--- src/rtl/qpwm_pkg.sv ---
package qpwm_pkg;

    // Which end of the period a channel's pulse is anchored to.
    typedef enum logic {
        ALIGN_HEAD = 1'b0,
        ALIGN_TAIL = 1'b1
    } align_e;

    // Even channels lead the period, odd channels trail it.
    function automatic align_e align_of(input int idx);
        return (idx % 2 == 0) ? ALIGN_HEAD : ALIGN_TAIL;
    endfunction

endpackage

--- src/rtl/qpwm_osc_tick.sv ---
module qpwm_osc_tick #(
    parameter int SYNC_STAGES  = 2,
    parameter int OSC_PER_SLOT = 2
) (
    input  logic clk,
    input  logic rst_n,
    input  logic osc_i,
    output logic tick_o
);
    localparam int DIV_W = (OSC_PER_SLOT > 1) ? $clog2(OSC_PER_SLOT) : 1;
    localparam logic [DIV_W-1:0] DIV_LAST = DIV_W'(OSC_PER_SLOT - 1);

    typedef struct packed {
        logic [SYNC_STAGES-1:0] sync;
        logic                   prev;
        logic [DIV_W-1:0]       div;
    } st_t;

    st_t  s_q, s_d;
    logic rise;

    always_comb begin
        s_d      = s_q;
        tick_o   = 1'b0;
        s_d.sync = (s_q.sync << 1) | SYNC_STAGES'(osc_i);
        s_d.prev = s_q.sync[SYNC_STAGES-1];
        rise     = s_q.sync[SYNC_STAGES-1] & ~s_q.prev;
        if (rise) begin
            if (s_q.div == DIV_LAST) begin
                s_d.div = '0;
                tick_o  = 1'b1;
            end else begin
                s_d.div = s_q.div + 1'b1;
            end
        end
    end

    always_ff @(posedge clk or negedge rst_n) begin
        if (!rst_n) s_q <= '0;
        else        s_q <= s_d;
    end
endmodule

--- src/rtl/qpwm_slot_ctr.sv ---
module qpwm_slot_ctr #(
    parameter int CODE_W = 4
) (
    input  logic              clk,
    input  logic              rst_n,
    input  logic              tick_i,
    output logic [CODE_W-1:0] slot_o,
    output logic              wrap_o
);
    localparam logic [CODE_W-1:0] SLOT_LAST = '1;

    typedef struct packed {
        logic [CODE_W-1:0] slot;
    } st_t;

    st_t s_q, s_d;

    always_comb begin
        s_d    = s_q;
        wrap_o = tick_i && (s_q.slot == SLOT_LAST);
        if (tick_i) s_d.slot = s_q.slot + 1'b1;
        slot_o = s_q.slot;
    end

    always_ff @(posedge clk or negedge rst_n) begin
        if (!rst_n) s_q <= '0;
        else        s_q <= s_d;
    end
endmodule

--- src/rtl/qpwm_channel.sv ---
module qpwm_channel #(
    parameter int              CODE_W = 4,
    parameter qpwm_pkg::align_e ALIGN = qpwm_pkg::ALIGN_HEAD
) (
    input  logic              clk,
    input  logic              rst_n,
    input  logic              wrap_i,
    input  logic [CODE_W-1:0] slot_i,
    input  logic [CODE_W-1:0] code_i,
    input  logic              oc_i,
    input  logic              uv_i,
    output logic              raw_o,
    output logic              drive_o,
    output logic [CODE_W-1:0] code_o
);
    localparam int SLOTS = 1 << CODE_W;
    localparam logic [CODE_W:0] SLOTS_V = (CODE_W + 1)'(SLOTS);

    typedef struct packed {
        logic [CODE_W-1:0] code;
        logic              cut;
    } st_t;

    st_t s_q, s_d;

    always_comb begin
        s_d = s_q;
        if (wrap_i) begin
            s_d.code = code_i;
            s_d.cut  = oc_i;
        end else begin
            s_d.cut  = s_q.cut | oc_i;
        end
    end

    generate
        if (ALIGN == qpwm_pkg::ALIGN_HEAD) begin : g_head
            assign raw_o = (slot_i < s_q.code);
        end else begin : g_tail
            assign raw_o = ({1'b0, slot_i} >= (SLOTS_V - {1'b0, s_q.code}));
        end
    endgenerate

    assign drive_o = raw_o & ~s_q.cut & ~uv_i;
    assign code_o  = s_q.code;

    always_ff @(posedge clk or negedge rst_n) begin
        if (!rst_n) s_q <= '0;
        else        s_q <= s_d;
    end
endmodule

--- src/rtl/qpwm_top.sv ---
module qpwm_top #(
    parameter int NCH          = 4,
    parameter int CODE_W       = 4,
    parameter int SYNC_STAGES  = 2,
    parameter int OSC_PER_SLOT = 2
) (
    input  logic                  clk,
    input  logic                  rst_n,
    input  logic                  osc_i,
    input  logic [NCH*CODE_W-1:0] duty_i,
    input  logic [NCH-1:0]        oc_i,
    input  logic                  uv_i,
    output logic [NCH-1:0]        raw_o,
    output logic [NCH-1:0]        drive_o
);
    typedef struct packed {
        logic uv;
    } top_st_t;

    top_st_t               t_q, t_d;
    logic                  slot_tick;
    logic                  period_wrap;
    logic [CODE_W-1:0]     slot_cnt;
    logic [NCH*CODE_W-1:0] code_act;

    always_comb begin
        t_d    = t_q;
        t_d.uv = uv_i;
    end

    always_ff @(posedge clk or negedge rst_n) begin
        if (!rst_n) t_q <= '0;
        else        t_q <= t_d;
    end

    qpwm_osc_tick #(
        .SYNC_STAGES (SYNC_STAGES),
        .OSC_PER_SLOT(OSC_PER_SLOT)
    ) u_tick (
        .clk   (clk),
        .rst_n (rst_n),
        .osc_i (osc_i),
        .tick_o(slot_tick)
    );

    qpwm_slot_ctr #(
        .CODE_W(CODE_W)
    ) u_slot (
        .clk   (clk),
        .rst_n (rst_n),
        .tick_i(slot_tick),
        .slot_o(slot_cnt),
        .wrap_o(period_wrap)
    );

    generate
        for (genvar g = 0; g < NCH; g++) begin : g_ch
            qpwm_channel #(
                .CODE_W(CODE_W),
                .ALIGN (qpwm_pkg::align_of(g))
            ) u_ch (
                .clk    (clk),
                .rst_n  (rst_n),
                .wrap_i (period_wrap),
                .slot_i (slot_cnt),
                .code_i (duty_i[g*CODE_W +: CODE_W]),
                .oc_i   (oc_i[g]),
                .uv_i   (t_q.uv),
                .raw_o  (raw_o[g]),
                .drive_o(drive_o[g]),
                .code_o (code_act[g*CODE_W +: CODE_W])
            );
        end
    endgenerate
endmodule

--- config.mk ---
export PLATFORM = sky130hd
export DESIGN_NAME = qpwm_top
export DESIGN_NICKNAME = d
export VERILOG_FILES = /design/src/rtl/qpwm_pkg.sv /design/src/rtl/qpwm_osc_tick.sv /design/src/rtl/qpwm_slot_ctr.sv /design/src/rtl/qpwm_channel.sv /design/src/rtl/qpwm_top.sv
export SDC_FILE = /design/constraint.sdc
export NUM_CORES = 1
export LEC_CHECK = 0
export BUFFER_PORTS_ARGS = -buffer_cell sky130_fd_sc_hd__buf_4
export CAP_MARGIN = 20
export CORE_MARGIN = 5
export CORE_UTILIZATION = 58
export DETAILED_ROUTE_END_ITERATION = 12
export GPL_TIMING_DRIVEN = 0
export PLACE_DENSITY = 0.83
export SYNTH_ARGS = -nofsm -noshare
export SYNTH_HDL_FRONTEND = slang
export SYNTH_SLANG_ARGS = --single-unit
--- constraint.sdc ---
create_clock -name clk -period 3.26 [get_ports clk]
set_input_delay 0.326 -clock clk [delete_from_list [all_inputs] [get_ports clk]]
set_output_delay 0.326 -clock clk [all_outputs]
set_load 0.01 [all_outputs]
* Yosys cells after proc, flatten, opt, wreduce, memory -nomap -nowiden
Index checks and enable logic that the tools add are counted.
Word-level totals: bits in registers 29, bits of input ports 24, logic and storage cells 50
Operators by class: $add $sub $neg 4, magnitude comparators 4, equal/unequal tests 1, mux-type cells 7, bitwise gates (word level) 20, reduce and logical (&&, ||, !) cells 1
Operator list (count):
- 4-bit by 5-bit greater-or-equal comparator with 1-bit output | 2
- 5-bit by 4-bit subtractor with 5-bit output, first input constant | 2
- 1-bit bitwise AND | 9
- 4-bit less-than comparator | 2
- 1-bit 2-to-1 mux | 7
- 1-bit NOT | 6
- 4-bit by 1-bit adder with 4-bit output, second input constant | 1
- 4-bit equality test, second input constant | 1
- 1-bit OR | 4
- 2-bit by 1-bit OR with 2-bit output | 1
- 1-bit adder, second input constant | 1
- 1-bit logical AND | 1

* Longest topological paths before layout
Gate-level depths: netlist (run 1).
depth after elaboration 5, mapped depth 7

* Cells and area by module
From an unflattened synthesis (run 1), not the netlist that was laid out.
Second synthesis, totals: cells, all modules 158, area total of the unflattened synthesis 1686.6 sq um
Modules (own cells, without submodules):
- qpwm_channel at g_ch[1].u_ch ... | instances 2, cells an instance 37, area each 355.3 sq um, seq. area each 125.1 sq um
- qpwm_channel at g_ch[0].u_ch ... | instances 2, cells an instance 31, area each 322.8 sq um, seq. area each 125.1 sq um
- qpwm_slot_ctr | instances 1, cells an instance 13, area each 167.7 sq um, seq. area each 100.1 sq um
- qpwm_osc_tick | instances 1, cells an instance 8, area each 137.6 sq um, seq. area each 100.1 sq um
- qpwm_top | instances 1, cells an instance 1, area each 25.0 sq um, seq. area each 25.0 sq um

* Worst setup path before layout (run 1)
Ideal clock, no wire load.
path type flip-flop to output port, from register g_ch[3].u_ch.s_q, in the netlist g_ch[3].u_ch.code_o[0], to output drive_o[3], arrival time 1684 ps, path slack 1250 ps, stages on the path, launching flop included 8, path through dfrtp_1 -> inv_1 -> ha_1 -> xor2_1 -> ha_1 -> o211ai_1 -> a2111oi_0 -> buf_4
Between the ends: cells in the longest elaborated chain, start to end 4
Ends and longest elaborated chain:
- start, declared | RTL line qpwm_channel.sv:24 | st_t s_q, s_d;
- start signal, assigned | RTL line qpwm_channel.sv:48 | if (!rst_n) s_q <= '0;
- start signal, assigned | RTL line qpwm_channel.sv:49 | else s_q <= s_d;
- 5-bit by 4-bit subtractor with 5-bit output | RTL line qpwm_channel.sv:40 | assign raw_o = ({1'b0, slot_i} >= (SLOTS_V - {1'b0, s_q.code}));
- 4-bit by 5-bit greater-or-equal comparator with 1-bit output | RTL line qpwm_channel.sv:40
- 1-bit bitwise AND (2 in a row) | RTL line qpwm_channel.sv:44 | assign drive_o = raw_o & ~s_q.cut & ~uv_i;
- end, declared | RTL line qpwm_top.sv:14 | output logic [NCH-1:0] drive_o
No other way between the ends.

* Final worst setup path (run 1)
from register g_ch[1].u_ch.s_q, in the netlist g_ch[1].u_ch.code_o[0], to output drive_o[1]
Between the ends: cells in the longest elaborated chain, start to end 4
Ends and longest elaborated chain (RTL line):
- start, declared | qpwm_channel.sv:24
- start signal, assigned | qpwm_channel.sv:48
- start signal, assigned | qpwm_channel.sv:49
- 5-bit by 4-bit subtractor with 5-bit output | qpwm_channel.sv:40
- 4-bit by 5-bit greater-or-equal comparator with 1-bit output | qpwm_channel.sv:40
- 1-bit bitwise AND (2 in a row) | qpwm_channel.sv:44
No other way between the ends.

==> results of run 1 <==
[cell families after synthesis]
family	Yosys count
flip-flops	29
buffers and inverters	28
AO/OA/AOI/OAI	20
multiplexers	17
adder cells (fa/ha/maj)	17
AND/OR/NAND/NOR	16
XOR/XNOR	8
[final cells by class]
class                   instances  share of cell area
plain buffers                  11             0.05128
clock buffers                   7             0.03252
clock inverters                 1            0.002502
inverters                      17             0.03189
multi-input cells              78              0.3784
flip-flops and latches         29              0.3627
well taps                      31             0.01939
repair buffers                 32              0.1213
[registers in the layout (all words and copies together), names as in the netlist]
name,count
u_slot.slot_o,4
u_tick.s_d,1
g_ch.u_ch.code_o,16
t_q,1
g_ch.u_ch.s_q,4
u_tick.s_q,3
[timing repair]
item / 4_1_cts / 5_1_grt
endpoints found under the hold margin: 29 / 0
resized for setup: 0 / 0
hold buffers: 1 / 0
buffers inserted: 0 / 0
[metal layers]
| layer | global-route usage | routed length [um] | vias up |
|---|---|---|---|
| met4 | 0.08571 | 92 | 0 |
| met1 | 0.1927 | 1243 | 549 |
| li1 | - | - | 537 |
| met3 | 0.06572 | 190 | 10 |
| met2 | 0.3249 | 1620 | 26 |
| met5 | 0 | 0 | - |
[worst max path at each step]
stage | startpoint | to | slack, ns | cells past startpoint
2_1_floorplan | g_ch[3].u_ch.code_o[0] | drive_o[3] | 1.25 | 7
3_3_place_gp | g_ch[1].u_ch.code_o[0] | drive_o[1] | 0.99 | 8
3_5_place_dp | g_ch[1].u_ch.code_o[0] | drive_o[1] | 0.90 | 8
4_1_cts | g_ch[1].u_ch.code_o[0] | drive_o[1] | 0.47 | 8
5_1_grt | g_ch[1].u_ch.code_o[0] | drive_o[1] | 0.28 | 8
6_report | g_ch[1].u_ch.code_o[0] | drive_o[1] | 0.51 | 8
[cell usage after synthesis, types with 2 or more instances]
master / count
xnor2_1: 4
nor2_1: 4
a211oi_1: 2
dfrtp_1: 29
o211ai_1: 2
mux2_4: 10
buf_6: 2
inv_1: 17
o21a_1: 4
ha_1: 17
o32ai_1: 2
or2_2: 2
nand4_1: 2
a21o_1: 4
buf_4: 8
xor2_1: 4
nand2b_1: 3
nor3_1: 2
a21oi_1: 2
mux2_2: 7
a2111oi_0: 4
[critical path: cells and delay by family, from the launching register on]
family / cells / cell delay, ns
buffers and inverters: 3 / 0.36
adder cells (fa/ha/maj): 2 / 0.52
flip-flops: 1 / 0.42
XOR/XNOR: 1 / 0.16
AO/OA/AOI/OAI: 2 / 0.63
[through the flow]
stage | instances | utilization | hold slack, ns
floorplan | 135 | - | 0.03041
global placement | 197 | 0.7025 | 0.2647
detailed placement | 197 | 0.7025 | 0.2687
CTS | 206 | 0.7318 | 0.08651
global route | 206 | 0.7318 | 0.08007
finish | 206 | 0.7318 | 0.1065
[power by group through the flow]
stage	Combinational (W)	Clock [W]	Sequential, W
final	0.000571	0.000252	0.000502
after global placement	0.000524	0	0.000506
after detailed placement	0.000577	0	0.000510
after CTS	0.000580	0.000260	0.000503
after floorplan	0.000411	0	0.000480
after global routing	0.000650	0.000283	0.000513
==> flow_summary.yaml, run 1 <==
synth:
  synth_compound_area_frac: 0.09256
  synth.top_cell.area_share: 0.4401
  synth-adder-area-share: 0.1290
  synth_top_cell_by_area: "dfrtp_1"
  ys_ff_latch: 29
  synth-edff-count: 0
  ys_warn_count: 0
  synth_nets: 176
  synth-seq-area-share: 0.4401
  avgSynthCellArea_um2: 12.22
  async_flop_share: 1.000
  synth-xor-area-share: 0.04249
  muxShareOfSynthArea: 0.1388
  yosys.area_share.simple: 0.05615
  synthTopCellsByArea: "dfrtp_1 (44%), ha_1 (13%), mux2_4 (9.1%)"
  netlist_instances: 135
  synth_area_mm2: 0.001649
  synth_top_family_by_area: "multiplexers"
  synth_top_flop_cell: "dfrtp_1"
  yosysUniqueCellTypes: 25
clock_network:
  clk_pin_slew_ns: 0.10
  cts_max_path_buffers: 2
  clk_latency_ns: 0.33
  cts_tree: "done"
  cts_buffers: 5
  cts-root-buf: "clkbuf_4"
  cts.htree.levels: 2
  clock-sinks: 29
placement:
  placedInstanceArea_mm2: 0.001921
  place_congestion: 0.8255
  port_buffers: 31
  dp_hpwl_mm: 2.425
  dp_slack_ns: 0.8985
global_routing:
  globalRouteOverflowTotal: 0
  grt_usage: 0.1844
  grt_pass1_wl_mm: 5.692
  grt_pass1_vias: 1282
  antenna_found_initial: 0
  grt_max_degree: 30
timing:
  min_period_over_period: 0.8439
  clock.fmax_ghz: 0.3635
  worst_pin_slew_ns: 0.5319
  rsz0062_at_grt: "false"
  final_hold_viol_count: 0
  slew_viol_final: 0
  tns_ns: 0
  slew_headroom: 0.6362
  setup_ws_ns: 0.5090
  finClkSkew_ns: 0.01229
  period_needed_ns: 2.751
  setup_viol: 0
floorplan:
  die_h_um: 63.32
  ios: 32
  placementRows: 19
  die_area_mm2: 0.004009
  coreArea_mm2: 0.002734
  start_util: 0.6032
  die_w_um: 63.32
worst_setup_path:
  cp_slowest_cell: "a2111oi_0"
  cp-start-kind: "flip-flop"
  worstPathCellList: "inv_1, ha_1, xor2_1, ha_1, o211ai_1, a2111oi_0, buf_4, buf_4"
  cp-end-kind: "output port"
  r2r-end: "g_ch[2].u_ch.code_o[3]"
  critPathMaxStageDelay_ns: 0.51
  worstPathArrival_ns: 2.43
  criticalPathCategory: "flip-flop to output port"
  r2r_slack_ns: 1.59
  path_max_fanout: 4
  r2r_cells: 5
  r2r_start: "u_slot.slot_o[1]"
  required_ns: 2.93
hold_path:
  hp-start: "osc_i"
  hold_class: "primary input to flip-flop"
  holdPathEnd: "u_tick.s_q[2]"
  hold_path_depth: 1
power:
  ir_drop_mv: 0.5174
  pwr-share-comb: 0.431
  powerDensity_mw_per_mm2: 662.3
  seqPwrFrac: 0.379
  p_switching_w: 0.0004573
  leakage_nw: 0.9622
  internal_power_w: 0.0008678
  p_clk_frac: 0.190
  power_w: 0.001325
  swShare: 0.3451
flow_run:
  drv_cap: 0
route:
  wl_per_cell_um: 15.28
  drtAntennaViolNets: 0
  drtPass1Iterations: 4
  drc_errors: 0
  routed_wl_mm: 3.147
  dr.first_iter.drc_count: 49
  vias_per_cell: 5.447
  vias: 1122
cells_and_area:
  n_antenna_cell: 0
  drive_above_1_share: 0.4000
  final_cell_mix: "buf_4 (39), dfrtp_1 (29), inv_1 (17), ha_1 (17), mux2_4 (10)"
  fillCellCount: 178
  final_common_cell: "buf_4"
  nets: 215
  syn_to_final_growth_pct: 21.32
  ff_latch_area_um2: 725.7
  finalInstanceArea_mm2: 0.002001
  multi_input_area_um2: 757.0
status:
  outcome: "completed"
No activity file was read; power rests on OpenSTA's default activity.
==> inputs of run 2 (changes only) <==
- ABC_AREA: default -> 1
- CORE_UTILIZATION: 58 -> 50
- PLACE_DENSITY: 0.83 -> 0.76
- clock period: 3.26 -> 2.3 ns (I/O delays scaled with it)
==> run 2 against run 1 <==
Net effect:
- final cell count is 36% higher
- setup slack worse by 0.34 ns
- clock skew decreased by 0.00065 ns
- total power increased by 29%
- flip-flop and latch count stayed put
- clock power is 16% higher
- cell area up 8.8%
- hold slack worse by 0.017 ns
- critical path depth up 3
- die area increased by 19%
- critical path type unchanged
- critical endpoint unchanged
- highest routed layer unchanged
==> flow_summary.yaml, run 2 <==
timing:
  final_hold_viol_count: 0
  slew_headroom: 0.7512
  worst_pin_slew_ns: 0.3733
  period_needed_ns: 2.134
  setup_ws_ns: 0.1658
  finClkSkew_ns: 0.01164
  slew_viol_final: 0
  tns_ns: 0
  setup_viol: 0
  clock.fmax_ghz: 0.4686
  min_period_over_period: 0.9279
  rsz0062_at_grt: "false"
synth:
  synth_area_mm2: 0.001737
  netlist_instances: 192
  yosysUniqueCellTypes: 21
  ys_warn_count: 0
  synth_most_common_cell: "inv_1"
  yosys.area_share.simple: 0.1729
  synth_top_cell_by_area: "dfrtp_1"
  synth-adder-area-share: 0.1225
  synth-edff-count: 0
  avgSynthCellArea_um2: 9.045
  synth_common_cells: "inv_1 (42), nand2_1 (32), dfrtp_1 (29), ha_1 (17)"
  synth_compound_area_frac: 0.09942
  synth-seq-area-share: 0.4179
  synth_nets: 233
  muxShareOfSynthArea: 0
  synth_top_flop_cell: "dfrtp_1"
  async_flop_share: 1.000
  synth-xor-area-share: 0.04035
  synth_top_family_by_area: "simple AND/OR/NAND/NOR gates"
  ys_ff_latch: 29
  synth.top_cell.area_share: 0.4179
  synthTopCellsByArea: "dfrtp_1 (42%), ha_1 (12%), inv_1 (9.1%)"
global_routing:
  grt_usage: 0.1622
  grt_pass1_vias: 1232
  globalRouteOverflowTotal: 0
  grt_max_degree: 30
  antenna_found_initial: 0
  grt_pass1_wl_mm: 5.513
power:
  power_w: 0.001711
  leakage_nw: 1.181
  powerDensity_mw_per_mm2: 786.2
  ir_drop_mv: 0.4481
worst_setup_path:
  r2r_cells: 5
  cp-end-kind: "output port"
  path_max_fanout: 3
  cp-start-kind: "flip-flop"
  cp_slowest_cell: "dfrtp_1"
  worstPathCellList: "inv_2, ha_4, xor2_1, ha_1, nand2_1, inv_1, nand3_1, nand3_2, nand2_2, nor2_2, buf_6"
  criticalPathCategory: "flip-flop to output port"
  required_ns: 2.07
  worstPathArrival_ns: 1.90
  critPathMaxStageDelay_ns: 0.37
clock_network:
  clk_latency_ns: 0.33
  cts-root-buf: "clkbuf_4"
  cts.htree.levels: 2
  clock-sinks: 29
  cts_buffers: 5
  cts_tree: "done"
  cts_max_path_buffers: 2
  clk_pin_slew_ns: 0.10
hold_path:
  hold_class: "primary input to flip-flop"
  hold_path_depth: 2
cells_and_area:
  finalInstanceArea_mm2: 0.002176
  drive_above_1_share: 0.3702
  multi_input_area_um2: 800.8
  n_antenna_cell: 0
  syn_to_final_growth_pct: 25.29
  largest_reg_flops: 16
  nets: 275
  fillCellCount: 301
  ff_latch_area_um2: 725.7
  final_cell_mix: "inv_1 (36), buf_4 (36), nand2_1 (30)"
flow_run:
  drv_cap: 0
route:
  drc_errors: 0
  wl_per_cell_um: 11.83
  dr.first_iter.drc_count: 46
  drtPass1Iterations: 4
  drtAntennaViolNets: 0
  vias: 1286
  routed_wl_mm: 3.325
  vias_per_cell: 4.577
floorplan:
  placementRows: 21
  die_w_um: 68.94
  die_h_um: 68.94
  die_area_mm2: 0.004752
  start_util: 0.5204
  coreArea_mm2: 0.003337
  ios: 32
placement:
  dp_slack_ns: 0.3474
  place_congestion: 0.7035
  placedInstanceArea_mm2: 0.002027
  dp_hpwl_mm: 2.289
  port_buffers: 31
status:
  outcome: "completed"
-- run 2: cell types whose count changed in the layout (fill, tap and decap cells not counted), moves of 6 or more --
cell     change
o21ai_1      +6
nand3_1      +7
o21ai_2     +10
inv_1       +19
inv_2        +6
nand2_1     +29
mux2_2       -7
mux2_4      -10
nand2_2     +12
-- run 2: routing by layer --
metal  wire (um)  track usage  share of wire  up-vias
met4          76      0.08029          0.023        0
met1        1447       0.2069           0.44      588
met3         166      0.04376          0.050        9
met5           0            0              0        -
met2        1636       0.2524           0.49       24
li1            -            -              -      665
-- run 2: kinds of logic after synthesis --
family	Yosys count
xor gates and xnor gates	8
adders and majority gates	17
and+or+nand+nor	60
buffers and inverters	53
AOI/OAI and AO/OA	25
DFF	29
-- run 2: final cells by class --
class,count,share of cell area
Inverter,42,0.07246
Multi-Input combinational cell,110,0.3680
Timing Repair Buffer,39,0.1449
Clock buffer,6,0.01898
Buffer,7,0.03105
Tap cell,46,0.02645
Sequential cell,29,0.3335
Clock inverter,2,0.004600
-- run 2: what timing repair did --
item                                   4_1_cts  5_1_grt
setup endpoints to repair                    2        4
hold buffers                                 3        0
endpoints found under the hold margin       31        0
setup buffers                                0        5
resized for setup                            2       18
pin swaps                                    0       16
-- run 2: worst paths after layout --
check	end	slack, ns	startpoint
max reg2reg	g_ch[3].u_ch.s_q[0]	0.75	u_slot.slot_o[1]
min reg2reg	u_tick.s_d[1]	0.35	u_tick.s_q[2]
max in group asynchronous	u_tick.s_q[2]	1.64	rst_n
min	g_ch[0].u_ch.s_q[0]	0.09	oc_i[0]
max	drive_o[1]	0.17	g_ch[1].u_ch.code_o[0]
min in group asynchronous	g_ch[2].u_ch.code_o[2]	0.37	rst_n
-- run 2: power breakdown --
part | switching (W) | internal [W] | total [W]
registers | 0.0000999 | 0.000588 | 0.000688
logic | 0.000378 | 0.000353 | 0.000731
clock network | 0.000175 | 0.000116 | 0.000292
-- run 2: stage by stage --
stage,hold slack (ns),cells,utilization
CTS,0.07833,280,0.6325
global route,0.06627,281,0.6520
global placement,0.1755,269,0.6074
detailed placement,0.1796,269,0.6074
finish,0.08961,281,0.6520
floorplan,-0.06559,192,-
-- run 2: worst max-delay path: cells and delay by family, from the launching register on --
kind	cells	cell delay [ns]
XOR/XNOR	1	0.14
adder cells (fa/ha/maj)	2	0.45
buffers and inverters	3	0.23
flip-flops	1	0.37
AND/OR/NAND/NOR	5	0.39
==> inputs of run 3 (changes only) <==
- PLACE_DENSITY: 0.76 -> 0.73
==> run 3 against run 2 <==
Net effect:
- cell area rose by 3.1%
- final cell count rose by 0.71%
- flip-flop and latch count did not move
- critical path type unchanged
- clock-buffer cell count fell by 1
- maximum frequency fell by 3.2%
==> flow_summary.yaml, run 3 (synthesis results as in run 2) <==
cells_and_area:
  fillCellCount: 281
  largest_reg_flops: 16
  nets: 277
  n_antenna_cell: 0
  drive_above_1_share: 0.3671
  final_cell_count_no_fill: 283
  final_cell_mix: "inv_1 (37), buf_4 (37), nand2_1 (31)"
  multi_input_area_um2: 798.3
  ff_latch_area_um2: 725.7
  syn_to_final_growth_pct: 29.18
  finalInstanceArea_mm2: 0.002243
global_routing:
  globalRouteOverflowTotal: 0
  grt_max_degree: 30
  grt_pass1_vias: 1275
  antenna_found_initial: 0
  grt_usage: 0.1622
  grt_pass1_wl_mm: 5.575
worst_setup_path:
  critPathBufInv: 4
  cp-start-kind: "flip-flop"
  r2r_start: "u_slot.slot_o[1]"
  critPathTopFamily: "adder cells"
  r2r_slack_ns: 0.77
  cp-end-kind: "output port"
  cp_slowest_cell: "dfrtp_1"
  criticalPathCategory: "flip-flop to output port"
  startpoint: "g_ch[3].u_ch.code_o[0]"
  worstPathCellList: "inv_2, ha_4, xor2_2, ha_1, nand2_1, nand2_1, nand2_1, nand3_1, nand2_1, inv_1, buf_6, buf_6"
  r2r-end: "g_ch[3].u_ch.s_q[0]"
  critPathMaxStageDelay_ns: 0.38
  cp_common_cell: "nand2_1"
  r2r_cells: 5
  required_ns: 2.07
  worstPathArrival_ns: 1.97
  path_max_fanout: 3
timing:
  finClkSkew_ns: 0.01364
  rsz0062_at_grt: "true"
  worst_pin_slew_ns: 0.3647
  slew_viol_final: 0
  setup_ws_ns: 0.09515
  setup_viol: 0
  slew_headroom: 0.7569
  min_period_over_period: 0.9586
  clock.fmax_ghz: 0.4535
  period_needed_ns: 2.205
  final_hold_viol_count: 0
  whs_ns: 0.08508
  tns_ns: 0
route:
  drc_errors: 0
  vias_per_cell: 4.537
  routed_wl_mm: 3.238
  drtPass1Iterations: 6
  dr.first_iter.drc_count: 50
  vias: 1284
  drtAntennaViolNets: 0
  wl_per_cell_um: 11.44
hold_path:
  hp-start: "oc_i[2]"
  hold_class: "primary input to flip-flop"
  hold_path_depth: 2
  holdPathEnd: "g_ch[2].u_ch.s_q[0]"
placement:
  port_buffers: 31
  placedInstanceArea_mm2: 0.002027
  placedCellCount: 269
  dp_slack_ns: 0.3072
  place_congestion: 0.7464
  dp_hpwl_mm: 2.329
clock_network:
  cts.htree.levels: 2
  cts_tree: "done"
  clk_latency_ns: 0.33
  clock-sinks: 29
  cts-root-buf: "clkbuf_4"
  cts_buffers: 5
  clk_pin_slew_ns: 0.10
  cts_max_path_buffers: 2
flow_run:
  drv_cap: 0
floorplan:
  coreArea_mm2: 0.003337
  ios: 32
  start_util: 0.5204
  die_w_um: 68.94
  die_h_um: 68.94
  placementRows: 21
  die_area_mm2: 0.004752
power:
  ir_drop_mv: 0.4658
  leakage_nw: 1.214
  powerDensity_mw_per_mm2: 871.1
status:
  outcome: "completed"
[run 3: report_power, final]
part / switching, W / total (W) / internal (W)
logic: 0.000361 / 0.000741 / 0.000380
clock network: 0.000187 / 0.000524 / 0.000336
registers: 0.000102 / 0.000690 / 0.000588
total: 0.000650 / 0.00195 / 0.00130
[run 3: cell type report]
type                            instances  area share
Multi-Input combinational cell        110      0.3558
Inverter                               42     0.07027
Clock inverter                          3     0.02900
Buffer                                  8     0.03514
Clock buffer                            5     0.01673
Tap cell                               46     0.02566
Sequential cell                        29      0.3235
Timing Repair Buffer                   40      0.1439
[run 3: layer usage]
layer	global-route usage	share of wire
met1	0.1947	0.43
met5	0	0
met2	0.2702	0.52
met3	0.03890	0.048
met4	0.08029	0.0074
[run 3: what timing repair did]
item,in CTS,in global routing
pin swaps,3,10
setup buffers,1,5
hold endpoints to repair,31,0
gates resized for setup,6,12
hold buffers,3,0
setup endpoints to repair,4,4
[run 3: through the flow]
| stage | power (W) | utilization |
|---|---|---|
| floorplan | 0.001158 | - |
| global placement | 0.001346 | 0.6074 |
| detailed placement | 0.001375 | 0.6074 |
| CTS | 0.001914 | 0.6539 |
| global route | 0.002125 | 0.6723 |
| finish | 0.001954 | 0.6723 |
[run 3: worst register-to-register path, delay by kind of cell (launching register included)]
family,cells,cell delay [ns]
adders and majority gates,1,0.25
buffers and inverters,1,0.20
AOI/OAI and AO/OA,1,0.08
and+or+nand+nor,2,0.36
DFF,1,0.52
[run 3: worst max-delay path by stage]
stage / end / slack [ns] / cells after the start
finish: raw_o[3] / 0.1 / 12
detailed placement: raw_o[3] / 0.31 / 12
global placement: drive_o[3] / 0.36 / 12
floorplan: drive_o[3] / 0.60 / 11
global route: raw_o[3] / -0.04 / 12
CTS: raw_o[3] / 0.03 / 12
